**src/rtl/gpio_mux_pkg.sv**
```systemverilog
package gpio_mux_pkg;

    localparam int PORT_W  = 8;
    localparam int ANA_W   = 4;
    localparam int CFG_W   = 4;
    localparam int ADDR_W  = 2;

    localparam int CAP_BIT = 4;
    localparam int PWM_BIT = 5;
    localparam int TX_BIT  = 6;
    localparam int RX_BIT  = 7;

    typedef enum logic [ADDR_W-1:0] {
        ADR_DATA = 2'd0,
        ADR_DIR  = 2'd1,
        ADR_ACFG = 2'd2,
        ADR_NONE = 2'd3
    } port_addr_e;

    typedef struct packed {
        logic [PORT_W-1:0] latch;
        logic [PORT_W-1:0] dir;
        logic [CFG_W-1:0]  acfg;
    } port_state_t;

    typedef struct packed {
        logic pwm_en;
        logic pwm_val;
        logic ser_en;
        logic ser_tx;
    } periph_ovr_t;

    // Low pin i is analog when i >= configuration value.
    function automatic logic [ANA_W-1:0] analog_mask(input logic [CFG_W-1:0] cfg);
        logic [ANA_W-1:0] m;
        for (int i = 0; i < ANA_W; i++) begin
            m[i] = (i >= int'(cfg));
        end
        return m;
    endfunction

endpackage

```
**src/rtl/gpio_regs.sv**
```systemverilog
module gpio_regs
    import gpio_mux_pkg::*;
(
    input  logic                    clk,
    input  logic                    rst,
    input  logic                    wr,
    input  port_addr_e              addr,
    input  logic [PORT_W-1:0]       wdata,
    output port_state_t             st
);

    port_state_t st_q;

    always_ff @(posedge clk) begin
        if (rst) begin
            st_q.latch <= '0;
            st_q.dir   <= '1;
            st_q.acfg  <= '0;
        end else if (wr) begin
            unique case (addr)
                ADR_DATA: st_q.latch <= wdata;
                ADR_DIR:  st_q.dir   <= wdata;
                ADR_ACFG: st_q.acfg  <= wdata[CFG_W-1:0];
                default:  ;
            endcase
        end
    end

    assign st = st_q;

endmodule

```
**src/rtl/gpio_sync.sv**
```systemverilog
module gpio_sync #(
    parameter int W      = 8,
    parameter int STAGES = 2
) (
    input  logic         clk,
    input  logic         rst,
    input  logic [W-1:0] d,
    output logic [W-1:0] q
);

    logic [W-1:0] chain [STAGES];

    for (genvar s = 0; s < STAGES; s++) begin : g_stage
        if (s == 0) begin : g_first
            always_ff @(posedge clk) begin
                if (rst) chain[s] <= '0;
                else     chain[s] <= d;
            end
        end else begin : g_next
            always_ff @(posedge clk) begin
                if (rst) chain[s] <= '0;
                else     chain[s] <= chain[s-1];
            end
        end
    end

    assign q = chain[STAGES-1];

endmodule

```
**src/rtl/gpio_padmux.sv**
```systemverilog
module gpio_padmux
    import gpio_mux_pkg::*;
(
    input  port_state_t        st,
    input  periph_ovr_t        ovr,
    output logic [PORT_W-1:0]  pad_out,
    output logic [PORT_W-1:0]  pad_oe,
    output logic [ANA_W-1:0]   ana_sel
);

    logic [ANA_W-1:0] amask;

    assign amask   = analog_mask(st.acfg);
    assign ana_sel = amask;

    for (genvar i = 0; i < PORT_W; i++) begin : g_pin
        if (i < ANA_W) begin : g_ana
            assign pad_out[i] = st.latch[i];
            assign pad_oe[i]  = ~amask[i] & ~st.dir[i];
        end else if (i == PWM_BIT) begin : g_pwm
            assign pad_out[i] = ovr.pwm_en ? ovr.pwm_val : st.latch[i];
            assign pad_oe[i]  = ovr.pwm_en | ~st.dir[i];
        end else if (i == TX_BIT) begin : g_tx
            assign pad_out[i] = ovr.ser_en ? ovr.ser_tx : st.latch[i];
            assign pad_oe[i]  = ovr.ser_en | ~st.dir[i];
        end else if (i == RX_BIT) begin : g_rx
            assign pad_out[i] = st.latch[i];
            assign pad_oe[i]  = ~ovr.ser_en & ~st.dir[i];
        end else begin : g_plain
            assign pad_out[i] = st.latch[i];
            assign pad_oe[i]  = ~st.dir[i];
        end
    end

endmodule

```
**src/rtl/gpio_port_mux.sv**
```systemverilog
module gpio_port_mux
    import gpio_mux_pkg::*;
#(
    parameter int SYNC_STAGES = 2
) (
    input  logic              clk,
    input  logic              rst,
    input  logic [1:0]        bus_addr,
    input  logic              bus_wr,
    input  logic [7:0]        bus_wdata,
    output logic [7:0]        bus_rdata,
    input  logic [7:0]        pad_in,
    output logic [7:0]        pad_out,
    output logic [7:0]        pad_oe,
    output logic [3:0]        ana_sel,
    output logic              cap_in,
    input  logic              pwm_en,
    input  logic              pwm_out,
    input  logic              ser_en,
    input  logic              ser_tx,
    output logic              ser_rx
);

    localparam int PAD_HI = PORT_W - ANA_W;

    port_state_t       st;
    periph_ovr_t       ovr;
    port_addr_e        addr_e;
    logic [PORT_W-1:0] pins_s;
    logic [ANA_W-1:0]  amask;

    assign addr_e = port_addr_e'(bus_addr);

    gpio_regs u_regs (
        .clk   (clk),
        .rst   (rst),
        .wr    (bus_wr),
        .addr  (addr_e),
        .wdata (bus_wdata),
        .st    (st)
    );

    gpio_sync #(.W(PORT_W), .STAGES(SYNC_STAGES)) u_sync (
        .clk (clk),
        .rst (rst),
        .d   (pad_in),
        .q   (pins_s)
    );

    assign ovr.pwm_en  = pwm_en;
    assign ovr.pwm_val = pwm_out;
    assign ovr.ser_en  = ser_en;
    assign ovr.ser_tx  = ser_tx;

    gpio_padmux u_mux (
        .st      (st),
        .ovr     (ovr),
        .pad_out (pad_out),
        .pad_oe  (pad_oe),
        .ana_sel (amask)
    );

    assign ana_sel = amask;
    assign cap_in  = pins_s[CAP_BIT];
    assign ser_rx  = pins_s[RX_BIT];

    always_comb begin
        unique case (addr_e)
            ADR_DATA: bus_rdata = pins_s & {{PAD_HI{1'b1}}, ~amask};
            ADR_DIR:  bus_rdata = st.dir;
            ADR_ACFG: bus_rdata = {{(PORT_W-CFG_W){1'b0}}, st.acfg};
            default:  bus_rdata = '0;
        endcase
    end

endmodule

```
**config.mk**
```make
export PLATFORM = sky130hd
export DESIGN_NAME = gpio_port_mux
export DESIGN_NICKNAME = d
export VERILOG_FILES = /design/src/rtl/gpio_mux_pkg.sv /design/src/rtl/gpio_regs.sv /design/src/rtl/gpio_sync.sv /design/src/rtl/gpio_padmux.sv /design/src/rtl/gpio_port_mux.sv
export SDC_FILE = /design/constraint.sdc
export NUM_CORES = 1
export LEC_CHECK = 0
export ABC_AREA = 1
export BUFFER_PORTS_ARGS = -buffer_cell sky130_fd_sc_hd__clkbuf_2
export CAP_MARGIN = 20
export CORE_MARGIN = 5
export CORE_UTILIZATION = 50
export CTS_BUF_LIST = sky130_fd_sc_hd__clkbuf_4 sky130_fd_sc_hd__clkbuf_8
export DETAILED_ROUTE_END_ITERATION = 12
export PLACE_DENSITY = 0.79
export SLEW_MARGIN = 40
export SYNTH_ARGS = -nofsm -noshare
export SYNTH_HDL_FRONTEND = slang
export SYNTH_HIERARCHICAL = 1
export SYNTH_SLANG_ARGS = --single-unit
export TNS_END_PERCENT = 5
```
**constraint.sdc**
```tcl
create_clock -name clk -period 2 [get_ports clk]
set_input_delay 0.2 -clock clk [delete_from_list [all_inputs] [get_ports clk]]
set_output_delay 0.2 -clock clk [all_outputs]
set_load 0.03 [all_outputs]
```
# [Word level (Yosys, flattened, before mapping)]
# Memories as Yosys holds them, arrays and structs flattened.
# Cells that the tools add are included.
[totals] memories=1 register_bits=20 ramBits=16 inputBits=25
[memory_table] memory="u_sync.chain" words=2 word_bits=8 read_ports=2 rd_ports_with_merged_regs=0 write_ports=2 line="gpio_sync.sv:11" text="logic [W-1:0] chain [STAGES];"
[classes] bitwise=24 mux=8 reduce_logical=4 order_cmp=4 eq_ne=2
[op_table] operator="case mux 8 bit (3 select lines)" count=1
[op_table] operator="2-to-1 mux 8 bit" count=2
[op_table] operator="inverter 1 bit" count=13
[op_table] operator="AND 8 bit" count=1
[op_table] operator="greater-or-equal comparator 1 x 4 -> 1 bit, first input constant" count=2
[op_table] operator="greater-or-equal comparator 2 x 4 -> 1 bit, first input constant" count=2
[op_table] operator="AND reduction 2 bit" count=3
[op_table] operator="AND 1 bit" count=5
[op_table] operator="2-to-1 mux 1 bit" count=5
[op_table] operator="inverter 4 bit" count=1
[op_table] operator="bitwise OR 1 bit" count=4
[op_table] operator="== test 2 x 1 -> 1 bit, second input constant" count=1
[op_table] operator="== test 2 bit, second input constant" count=1
[op_table] operator="logical NOT 2 bit" count=1

# [Logic depth before layout (Yosys ltp)]
[logic_depth] ltp_word=4 ltp_mapped=6 mapped_depth_nobuf=6

# [By module]
# The synthesis kept the hierarchy.
[modules_own_cells] module="gpio_regs" instances=1 seq_area_each_um2=400.4 cells_each=117 area_each_um2=880.8
[modules_own_cells] module="gpio_sync" instances=1 seq_area_each_um2=320.3 cells_each=50 area_each_um2=474.2
[modules_own_cells] module="gpio_port_mux" instances=1 seq_area_each_um2=0.0 cells_each=40 area_each_um2=178.9
[modules_own_cells] module="gpio_padmux" instances=1 seq_area_each_um2=0.0 cells_each=31 area_each_um2=155.1

# [Least setup slack after synthesis]
# No wires, ideal clock.
[synth_timing] path_kind="reg-to-output" start="register u_regs.st_q (netlist bit u_regs/st[3])" end="output bus_rdata[0]" t_required_ns=1.800 arrival_time_ns=1.398 path_stages_with_launch=7 path_slack_ns=0.402 path_cell_list="dfxtp_1 nor2_4 nand2_2 nor2_2 nor2_1 nand2_1 nand3_1"
[synth_via] elab_chain_cells=4
[synth_rtl] element="start: declaration" line="gpio_regs.sv:12" text="port_state_t st_q;"
[synth_rtl] element="greater-or-equal comparator 1 x 4 -> 1 bit" line="gpio_mux_pkg.sv:37" text="m[i] = (i >= int'(cfg));"
[synth_rtl] element="net ana_sel[0]" line="gpio_port_mux.sv:15" text="output logic [3:0] ana_sel,"
[synth_rtl] element="inverter 4 bit" line="gpio_port_mux.sv:69" text="ADR_DATA: bus_rdata = pins_s & {{PAD_HI{1'b1}}, ~amask};"
[synth_rtl] element="AND 8 bit" line="gpio_port_mux.sv:69"
[synth_rtl] element="case mux 8 bit (3 select lines)" line="gpio_port_mux.sv:68" text="unique case (addr_e)"
[synth_rtl] element="end: declaration" line="gpio_port_mux.sv:11" text="output logic [7:0] bus_rdata,"
# The timed path passes the listed nets, and every way through them passes these cells.

# [Worst setup path in the final report]
[layout_timing] start="register u_regs.st_q (netlist bit u_regs/st[3])" end="output bus_rdata[0]"
[layout_via] elab_chain_cells=4
[layout_rtl] element="greater-or-equal comparator 1 x 4 -> 1 bit" line="gpio_mux_pkg.sv:37"
[layout_rtl] element="inverter 4 bit" line="gpio_port_mux.sv:69"
[layout_rtl] element="AND 8 bit" line="gpio_port_mux.sv:69"
[layout_rtl] element="case mux 8 bit (3 select lines)" line="gpio_port_mux.sv:68"
# Every way passes these cells.

==> reports/qor.csv <==
metric;value;unit
required;1800;ps
drt_wl_total;3.44;mm
postSynthAreaPerCell;7.10;sq um
crit_path_max_fanout;8;
grt_pass1_vias;1279;
timing.final.ws_setup;317;ps
max_slew_margin;0.594;
max_slew.worst_pin.slew;609;ps
hold_viol_final;0;
tns;0;ps
h-tree-depth;2;
ys_ff_latch;36;
met1_length;1.51;mm
avgViaCountPerCell;4.61;
synth-seq-area-share;0.427;
worst-r2r-setup-slack;1250;ps
holdBufCountCts;0;
grt_usage;0.164;
drive_above_1_share;0.269;
ff_latch_area;721;sq um
dr.pass1.iters;5;
die_height;68.1;um
fmax;0.594;GHz
post_cts_buffers;0;
end_kind;output pin;
syn_to_final_growth;15.5;%
stdcell_count;329;
io_buffers;54;
grt_pass1_wl;5.65;mm
cts_tree;yes;
worstSkewPairLatency;330;ps
antenna_cells;0;
clk_pin_slew;100;ps
initialDrtViolationCount;79;
place_ws;640;ps
cp.arrival;1480;ps
wl_met3;242;um
finClkSkew;1.61;ps
drv_cap;0;
synthCells;238;
final_util;0.589;
p_leak;1.07;nW
fill_cells;343;
cts_buffer_depth;2;
outcome;complete, no violations;
min_period;1680;ps
timing.final.crit_share;0.841;
rows;21;
cts.sinks;36;
wire_per_inst;10.5;um
criticalPathCategory;reg -> out;
irDropWorstVdd;396;uV
synth_warnings;6;
dieArea;4640;sq um
die_w;68.1;um
dp.cells;322;
synth_nets;263;
antenna_found_initial;0;
root_buffer;clkbuf_4;
synth_cell_types;17;
netlist_area;1690;sq um
start_util;0.510;
start_kind;flop;
min_path_type;in -> reg;
drc;0;
drv_slew;0;
rsz0062_at_grt;no;
power.density;759;nW/um^2
topRoutingLayerUsed;met4;
overflow;0;
dp.final_hpwl;2.54;mm
io_pins;55;
vias;1516;
total_power;1.48;mW
setup_viol;0;
coreArea;3310;sq um
cts_resized;0;
multi_input_area;676;sq um
grt_max_degree;27;
place_congestion;0.867;
wl_met2;1.60;mm
cts_inserted_buffers;5;
final_nets;308;
ant_nets;0;
==> power breakdown <==
| part | total [mW] | internal [mW] | leakage [nW] | switching, mW |
|---|---|---|---|---|
| Sequential | 0.773 | 0.752 | 0.296 | 0.0207 |
| Clock | 0.420 | 0.199 | 0.0374 | 0.220 |
| Combinational | 0.287 | 0.0860 | 0.733 | 0.201 |
| Total | 1.48 | 1.04 | 1.07 | 0.442 |
==> through the flow <==
step | hold WS [ps] | area [sq um]
final | 37.8 | 1950
after global routing | 15.5 | 1950
after CTS | 20.2 | 1950
after detailed placement | 395 | 1890
after global placement | 389 | 1890
after floorplan | 307 | 1690
==> cells in the final DEF, fill, tap and decap left out, drive strengths merged <==
master	n
a21oi	11
clkbuf	61
dfxtp	36
inv	43
nand2	47
nand3	34
nand4	8
nor2	43
==> layout make-up <==
class	instances	area share
multi-input cells	143	0.346
inverters	43	0.0827
clock buffers	7	0.0334
well taps	46	0.0295
flip-flops and latches	36	0.369
repair buffers	54	0.139
==> cell usage after synthesis <==
cell type	instances	area (sq um)
nand2_1	46	173
inv_1	40	150
dfxtp_1	36	721
nor2_1	36	135
nand3_1	30	150
a21oi_1	11	55.1
buf_4	9	67.6
nand4_1	8	50.1
nor2_2	4	25.0
buf_2	3	15.0
buf_6	3	33.8
inv_2	3	11.3
nand3_2	3	30.0
nor2_4	3	33.8
buf_8	1	15.0
nand2_2	1	6.26
nand3_4	1	17.5
==> worst max-delay path, stage by stage (launching register included) <==
cell	delay [ps]
dfxtp_1	360
nor2_4	210
nand2_2	90
nor2_2	110
nor2_1	60
nand2_1	50
nand3_1	70
clkbuf_2	190
==> registers in the layout, indices dropped and copies added (netlist names) <==
signal / cells
u_regs/st: 20
u_sync/chain: 16
==> kinds of logic (layout without fill, tap and decap cells) <==
kind of cell,count (synthesis),in the layout,synth area share
AND/OR/NAND/NOR,132,132,0.367
buffers and inverters,59,104,0.173
flip-flops,36,36,0.427
AO/OA/AOI/OAI,11,11,0.0326
==> layer usage <==
| layer | vias up | track usage |
|---|---|---|
| li1 | 810 | - |
| met1 | 648 | 0.200 |
| met2 | 47 | 0.253 |
| met3 | 11 | 0.0558 |
| met4 | 0 | 0.0868 |
| met5 | - | 0 |
==> final timing paths <==
| path | startpoint | end | cells past startpoint |
|---|---|---|---|
| worst max-delay path | u_regs/st[3] | bus_rdata[0] | 7 |
| worst min-delay path | pad_in[1] | u_sync/chain[0][1] | 3 |
| worst max register to register | u_regs/st[3] | u_regs/st[3] | 4 |
| worst min register to register | u_sync/chain[0][5] | u_sync/chain[1][5] | 2 |
Power figures use the tool's default switching activity.
